**src/rtl/uart_flagclr_pkg.sv**
```systemverilog
package uart_flagclr_pkg;

    // Decoded bus command for one cycle
    typedef struct packed {
        logic status_rd;
        logic data_rd;
        logic data_wr;
    } bus_cmd_t;

    // Per-flag state: the flag itself and its clear-arming bit
    typedef struct packed {
        logic flag;
        logic arm;
    } flag_state_t;

endpackage

```
**src/rtl/uart_flagclr_decode.sv**
```systemverilog
module uart_flagclr_decode
    import uart_flagclr_pkg::*;
(
    input  logic     bus_rd,
    input  logic     bus_wr,
    input  logic     bus_is_data,
    output bus_cmd_t cmd
);

    always_comb begin
        cmd           = '0;
        cmd.status_rd = bus_rd & ~bus_is_data;
        cmd.data_rd   = bus_rd &  bus_is_data;
        cmd.data_wr   = bus_wr &  bus_is_data;
    end

endmodule

```
**src/rtl/uart_flagclr_slice.sv**
```systemverilog
module uart_flagclr_slice
    import uart_flagclr_pkg::*;
#(
    parameter bit IS_TX = 1'b0
) (
    input  logic     clk,
    input  logic     rst_n,
    input  bus_cmd_t cmd,
    input  logic     evt,
    input  logic     dma_en,
    input  logic     dma_done,
    output logic     flag
);

    flag_state_t st_d, st_q;
    logic        sw_hit;
    logic        clr_sw;
    logic        clr_dma;

    always_comb begin
        // Second step: access kind depends on the flag side
        sw_hit  = IS_TX ? cmd.data_wr : cmd.data_rd;
        clr_sw  = st_q.arm & sw_hit;
        clr_dma = dma_done & dma_en & st_q.flag;

        st_d = st_q;
        // Set event wins over any clear in the same cycle
        st_d.flag = evt | (st_q.flag & ~clr_sw & ~clr_dma);
        if (cmd.status_rd) begin
            // Arm only what is set at the moment of the read
            st_d.arm = st_q.flag;
        end else begin
            st_d.arm = st_q.arm & ~clr_sw & ~clr_dma;
        end
    end

    always_ff @(posedge clk or negedge rst_n) begin
        if (!rst_n) begin
            st_q <= '0;
        end else begin
            st_q <= st_d;
        end
    end

    assign flag = st_q.flag;

endmodule

```
**src/rtl/uart_flagclr_reqs.sv**
```systemverilog
module uart_flagclr_reqs #(
    parameter int N_FLAGS = 4
) (
    input  logic [N_FLAGS-1:0] flags,
    input  logic [N_FLAGS-1:0] dma_en,
    output logic               irq,
    output logic               dma_req
);

    always_comb begin
        irq     = |(flags & ~dma_en);
        dma_req = |(flags &  dma_en);
    end

endmodule

```
**src/rtl/uart_flagclr.sv**
```systemverilog
module uart_flagclr
    import uart_flagclr_pkg::*;
#(
    parameter int                N_FLAGS = 4,
    parameter logic [N_FLAGS-1:0] TX_MASK = 4'b0011
) (
    input  logic               clk,
    input  logic               rst_n,
    input  logic               bus_rd,
    input  logic               bus_wr,
    input  logic               bus_is_data,
    input  logic [N_FLAGS-1:0] evt_set,
    input  logic [N_FLAGS-1:0] dma_en,
    input  logic               dma_done,
    output logic [N_FLAGS-1:0] flags,
    output logic               irq,
    output logic               dma_req
);

    bus_cmd_t cmd;

    uart_flagclr_decode u_decode (
        .bus_rd      (bus_rd),
        .bus_wr      (bus_wr),
        .bus_is_data (bus_is_data),
        .cmd         (cmd)
    );

    for (genvar i = 0; i < N_FLAGS; i++) begin : g_flag
        uart_flagclr_slice #(
            .IS_TX (TX_MASK[i])
        ) u_slice (
            .clk      (clk),
            .rst_n    (rst_n),
            .cmd      (cmd),
            .evt      (evt_set[i]),
            .dma_en   (dma_en[i]),
            .dma_done (dma_done),
            .flag     (flags[i])
        );
    end

    uart_flagclr_reqs #(
        .N_FLAGS (N_FLAGS)
    ) u_reqs (
        .flags   (flags),
        .dma_en  (dma_en),
        .irq     (irq),
        .dma_req (dma_req)
    );

endmodule

```
**config.mk**
```make
export PLATFORM = sky130hd
export DESIGN_NAME = uart_flagclr
export DESIGN_NICKNAME = d
export VERILOG_FILES = /design/src/rtl/uart_flagclr_pkg.sv /design/src/rtl/uart_flagclr_decode.sv /design/src/rtl/uart_flagclr_slice.sv /design/src/rtl/uart_flagclr_reqs.sv /design/src/rtl/uart_flagclr.sv
export SDC_FILE = /design/constraint.sdc
export NUM_CORES = 1
export LEC_CHECK = 0
export BUFFER_PORTS_ARGS = -buffer_cell sky130_fd_sc_hd__buf_2
export CORE_AREA = 5 5 42 44
export CTS_CLUSTER_DIAMETER = 40
export DETAILED_ROUTE_END_ITERATION = 10
export DIE_AREA = 0 0 47 49
export GPL_TIMING_DRIVEN = 1
export SLEW_MARGIN = 20
export SYNTH_ARGS = -nofsm -noshare
export SYNTH_HDL_FRONTEND = slang
export SYNTH_HIERARCHICAL = 1
export SYNTH_SLANG_ARGS = --single-unit
```
**constraint.sdc**
```tcl
create_clock -name clk -period 0.9 [get_ports clk]
set_input_delay 0.09 -clock clk [delete_from_list [all_inputs] [get_ports clk]]
set_output_delay 0.09 -clock clk [all_outputs]
set_load 0.01 [all_outputs]
```
==> results of run 1 <==
==> worst max-delay path, stage by stage, from the launching register on <==
cell and delay, ns:
dfrtp_1 0.42, a22oi_1 0.18, nand2_1 0.08, buf_2 0.14
==> report_power, final <==
part	internal, mW	switching [mW]
logic	0.150	0.111
clock network	0.152	0.119
registers	0.396	0.0308
total	0.698	0.261
==> cell type report <==
cell class | count | area, um^2 | share of cell area
multi-input cells | 30 | 251 | 0.374
flip-flops and latches | 8 | 200 | 0.298
repair buffers | 26 | 174 | 0.259
clock buffers | 3 | 22.5 | 0.0335
well taps | 16 | 20.0 | 0.0298
inverters | 1 | 3.75 | 0.00559
==> cells in the final DEF (no fill, tap or decap) <==
cell type,n
buf_2,17
dfrtp_1,8
a22oi_1,5
buf_6,5
a21o_1,4
nor3b_2,4
a22o_1,4
clkbuf_4,3
nand3_1,3
buf_4,3
nand2b_1,3
and2_2,2
nand3_2,1
dlygate4sd3_1,1
and2b_2,1
inv_1,1
o2111ai_2,1
a22oi_2,1
nand2_1,1
==> registers in the layout, summed over array words and instances, names as in the netlist <==
name                 flops
g_flag.u_slice/flag      4
g_flag.u_slice/st_q      4
==> metal layers <==
layer	up-vias	track usage	part of all wire
met4	0	0.0553	0
met2	22	0.156	0.49
met1	205	0.142	0.42
met5	-	0	0
li1	211	-	-
met3	0	0.0554	0.087
==> path summary, 6_finish.rpt <==
check,depth (start not counted),from,endpoint
min reg2reg,2,g_flag[2].u_slice/st_q[0],g_flag[2].u_slice/flag
max,3,g_flag[0].u_slice/flag,dma_req
max reg2reg,3,g_flag[3].u_slice/flag,g_flag[3].u_slice/st_q[0]
min in group asynchronous,2,rst_n,g_flag[1].u_slice/flag
min,2,evt_set[1],g_flag[1].u_slice/flag
max in group asynchronous,2,rst_n,g_flag[2].u_slice/st_q[0]
==> synthesized netlist by cell type <==
cell type  n  area (um^2)
nand3_1    4         20.0
a21o_1     4         30.0
nor3b_2    4         50.1
o2111ai_2  1         15.0
dfrtp_1    8          200
nand2b_1   3         18.8
inv_1      1         3.75
a22o_1     4         35.0
and2_2     2         15.0
a22oi_1    6         45.0
nand2_1    1         3.75
and2b_2    1         8.76
==> kinds of logic (layout without fill, tap and decap cells) <==
logic type / Yosys count / count (layout)
compound gates: 15 / 15
buf+inv: 1 / 30
flops: 8 / 8
simple gates: 15 / 15
==> metrics by stage <==
step           worst slack [ns]  utilization  hold WS (ns)  area, um^2
2_1_floorplan            0.0803            -        -0.206         445
3_3_place_gp            -0.0343        0.416       -0.0524         583
3_5_place_dp            -0.0219        0.416       -0.0575         583
4_1_cts                  -0.260        0.461       0.00278         646
5_1_grt                  -0.318        0.479        0.0148         672
6_report                 -0.257        0.479        0.0132         672
==> repair_timing <==
item | CTS | global route
endpoints found under the setup margin | 6 | 8
endpoints found under the hold margin | 8 | 0
pin swaps | 2 | 3
resized for setup | 3 | 5
hold buffers | 1 | 0
setup buffers | 2 | 2
==> out/results.ini, run 1 <==
[run]
timing.max_cap.violations = 0

[final_layout]
final_layout_size_suffix_gt1_frac = 0.559
fillCellCount = 137
layout_overhead_on_the_synthesized_area_pct = 50.8
antenna-diode-count = 0
design.final.nets = 84
fin_cells = 84

[synthesis]
ys_seq_area_frac = 0.449
synth-xor-area-share = 0
synth_top_family_by_area = compound AO/OA/AOI/OAI gates
post_synth_inst_count = 39
mappedNetlistArea_um2 = 445
synth.yosys.warnings = 6
post_synth.cell_area_avg_um2 = 11.4
synth_simple_gate_area_frac = 0.261
post_synth_adder_cell_area = 0
ys_ff_latch = 8
syn-num-nets = 53
post_synth_num_cell_types = 12
yosys-mux-area-fraction = 0
synth-compound-area-share = 0.281

[floorplanning]
die_width_um = 47
die_h_um = 49
start_util = 0.318
design.portCount = 20
core_area_um2 = 1400
design.die.area_um2 = 2300
floorplan.rows = 14

[cts]
cts.clk_slew.worst_paths_ns = 0.05
cts_made_buffers = 3
cts_num_sinks = 8
worst_skew_pair.late_latency_ns = 0.25
cts-root-to-sink-buffers = 2
cts_tree = yes
cts.root.buffer_cell = clkbuf_4
h-tree-depth = 1

[sta]
worst_rel_slew_slack = 0.871
setup_slack_ns = -0.257
timing.final.max_slew_violations = 0
timing.final.crit_period_ns = 1.16
setup_violations = 8
hold_viol = 0
rsz0062_at_grt = true
timing_worst_slew_pin_value_ns = 0.194
post-route-period-util = 1.29
clock-skew-final_ns = 0.000475
tns_ns = -1.05
maxClockFrequency_mhz = 864

[place]
port-buffer-count = 19
cell_count_post_placement = 77
routabilityCongestion = 0.696

[routing]
drc = 0
number_of_iterations_in_the_first_detailed_routing_pass = 4
detail_routed_via_count_per_cell = 5.21
antenna_left = 0
drtIter0Drc = 13
wirelength_um = 1160
dr_total_vias = 438
wl_per_cell_um = 13.8

[global_route]
first_global_vias = 432
global_route.overflow_total = 0
total_global_routing_track_utilization = 0.113
grt_max_degree = 9
antenna_found_initial = 0
grt_first_pass_wirelength_um = 1870

[pwr]
total_power_mw = 0.960
cell_pwr_density_nw_per_um2 = 1430
irDropWorstVdd_mv = 0.869
p_leak_nw = 0.318

[outcome]
outcome = finished with violations
violations = setup timing

[worst_setup_path]
worstSetupStartpointType = flip-flop
reg2reg_slack_ns = -0.03
timing.critical_path.to_type = primary output
path_max_fanout = 4
critical_path_required_ns = 0.81
critPathKind = reg -> out
critPathArrivalTime_ns = 1.07

[min_path]
min_path_type = in -> reg

(Power assumes the default switching activity.)
==> run 2, diff against run 1 <==
--- a/config.mk
+++ b/config.mk
@@ -6,6 +6,7 @@
 export NUM_CORES = 1
 export LEC_CHECK = 0
 export BUFFER_PORTS_ARGS = -buffer_cell sky130_fd_sc_hd__buf_2
+export CAP_MARGIN = 40
 export CORE_AREA = 5 5 42 44
 export CTS_CLUSTER_DIAMETER = 40
 export DETAILED_ROUTE_END_ITERATION = 10
==> constraint.sdc (replaced) <==
create_clock -name clk -period 1.4 [get_ports clk]
set_input_delay 0.14 -clock clk [delete_from_list [all_inputs] [get_ports clk]]
set_output_delay 0.14 -clock clk [all_outputs]
set_load 0.01 [all_outputs]
==> run 2 against run 1 <==
Against the previous run: the flow now finishes without violations; flip-flop and latch count unchanged; routed wire length is 8.4% lower; count of clock-buffer cells in the layout unchanged; register-to-register slack better by 0.57 ns; first-iteration DRC count decreased by 77%; clock skew is 0.0036 ns higher; worst setup slack improved by 0.43 ns; utilization is 5.6 points lower; global-route usage shrank 0.99 points; non-clock buffer count fell by 6; critical path depth unchanged; total power is 41% lower; largest cell class unchanged.
==> out/results.ini, run 2 (synthesized netlist as in run 1, its figures left out) <==
[worst_setup_path]
critPathKind = reg -> out
startpoint = g_flag[2].u_slice/flag
worst_r2r_endpoint = g_flag[3].u_slice/st_q[0]
critical_path.reg2reg.startpoint = g_flag[3].u_slice/st_q[0]
logic_depth_of_the_worst_register_to_register_path = 2
timing.critical_path.to_type = primary output
critical_path_required_ns = 1.26
worstSetupStartpointType = flip-flop
path_max_fanout = 6
reg2reg_slack_ns = 0.54
critPathArrivalTime_ns = 1.09

[sta]
tns_ns = 0
timing.final.max_slew_violations = 0
maxClockFrequency_mhz = 812
timing_worst_slew_pin_value_ns = 0.205
clock-skew-final_ns = 0.00409
worst_rel_slew_slack = 0.863
setup_violations = 0
post-route-period-util = 0.879
rsz0062_at_grt = false
worst_hold_slack_ns = 0.0679
hold_viol = 0
timing.final.crit_period_ns = 1.23

[pwr]
power.share.clock = 0.293
power_frac_seq = 0.484
p_leak_nw = 0.280
share_comb_of_total_power = 0.222
p_sw_frac = 0.262
irDropWorstVdd_mv = 0.662
cell_pwr_density_nw_per_um2 = 961
cellInternalPower_mw = 0.420
net-switching-power_mw = 0.150

[routing]
number_of_iterations_in_the_first_detailed_routing_pass = 4
wl_per_cell_um = 13.6
wirelength_um = 1060
dr_total_vias = 418
antenna_left = 0
drtIter0Drc = 3
detail_routed_via_count_per_cell = 5.36
drc = 0

[global_route]
grt_first_pass_wirelength_um = 1780
total_global_routing_track_utilization = 0.103
global_route.overflow_total = 0
first_global_vias = 429
antenna_found_initial = 0
grt_max_degree = 9

[place]
detailedPlacementHpwl_um = 837
cell_count_post_placement = 74
routabilityCongestion = 0.692
port-buffer-count = 19
dpl-instance-area_um2 = 561

[final_layout]
layout_overhead_on_the_synthesized_area_pct = 33.1
final_layout_size_suffix_gt1_frac = 0.484
mostFrequentLayoutCell = buf_2
finish.utilization = 0.423
fillCellCount = 153
leading_cell_types_in_the_layout_fill_and_taps_excluded = buf_2 (19), dfrtp_1 (8), a22oi_1 (6)
antenna-diode-count = 0
post_layout_instance_area_um2 = 593
fin_cells = 78
design.final.nets = 78

[cts]
cts.clk_slew.worst_paths_ns = 0.05
cts_made_buffers = 3
cts_num_sinks = 8
cts_tree = yes
h-tree-depth = 1
worst_skew_pair.late_latency_ns = 0.24
cts-root-to-sink-buffers = 2
cts.root.buffer_cell = clkbuf_4

[min_path]
min_path_type = in -> reg
worst_hold_path.endpoint = g_flag[1].u_slice/flag
min_from = evt_set[1]
hold_depth = 2

[floorplanning]
core_area_um2 = 1400
design.portCount = 20
design.die.area_um2 = 2300
start_util = 0.318
die_width_um = 47
die_h_um = 49
floorplan.rows = 14

[run]
timing.max_cap.violations = 0

[outcome]
outcome = finished clean

[run 2: cell types whose count changed in the layout (fill, tap and decap cells not counted)]
cell,delta
buf_6,-5
buf_4,-3
buf_2,+2
a22oi_1,+1
a22oi_2,-1
nand3_1,+1
nand3_2,-1
[run 2: critical path: stages, from the launching register on]
cell     delay [ns]
dfrtp_1        0.43
a22oi_1        0.21
nand2_1        0.08
buf_2          0.14
[run 2: power by group through the flow]
| stage | Sequential (mW) | Combinational, mW | Clock (mW) |
|---|---|---|---|
| 2_1_floorplan | 0.279 | 0.0679 | 0 |
| 3_3_place_gp | 0.279 | 0.124 | 0 |
| 3_5_place_dp | 0.279 | 0.125 | 0 |
| 4_1_cts | 0.275 | 0.128 | 0.175 |
| 5_1_grt | 0.280 | 0.140 | 0.191 |
| 6_report | 0.276 | 0.127 | 0.167 |
[run 2: worst max path at each step]
| stage | end | slack [ns] | depth (start not counted) |
|---|---|---|---|
| floorplan | irq | 0.53 | 2 |
| global route | dma_req | 0.10 | 3 |
| finish | dma_req | 0.17 | 3 |
| detailed placement | g_flag[3].u_slice/st_q[0] | 0.42 | 4 |
| CTS | dma_req | 0.16 | 3 |
| global placement | dma_req | 0.42 | 3 |
[run 2: layout make-up]
type	count	area, um^2	share of cell area
Sequential cell	8	200	0.338
Multi-Input combinational cell	30	241	0.407
Timing Repair Buffer	20	105	0.177
Tap cell	16	20.0	0.0338
Clock buffer	3	22.5	0.0380
Inverter	1	3.75	0.00633
[run 2: timing repair]
item / 4_1_cts / 5_1_grt
gates resized for setup: 0 / 0
hold endpoints to repair: 8 / 0
endpoints found under the setup margin: 0 / 0
hold buffers: 1 / 0
setup buffers: 0 / 0
[run 2: layer usage]
metal	routed length (um)	up-vias	global-route usage	share of wire
met5	0	-	0	0
met3	72	0	0.0369	0.068
met4	0	0	0.0276	0
met1	434	200	0.120	0.41
met2	555	16	0.172	0.52
li1	-	202	-	-
[run 2: metrics by stage]
stage,setup slack (ns),power (mW)
floorplan,0.530,0.347
global placement,0.424,0.403
detailed placement,0.424,0.404
CTS,0.159,0.578
global route,0.102,0.610
finish,0.169,0.570
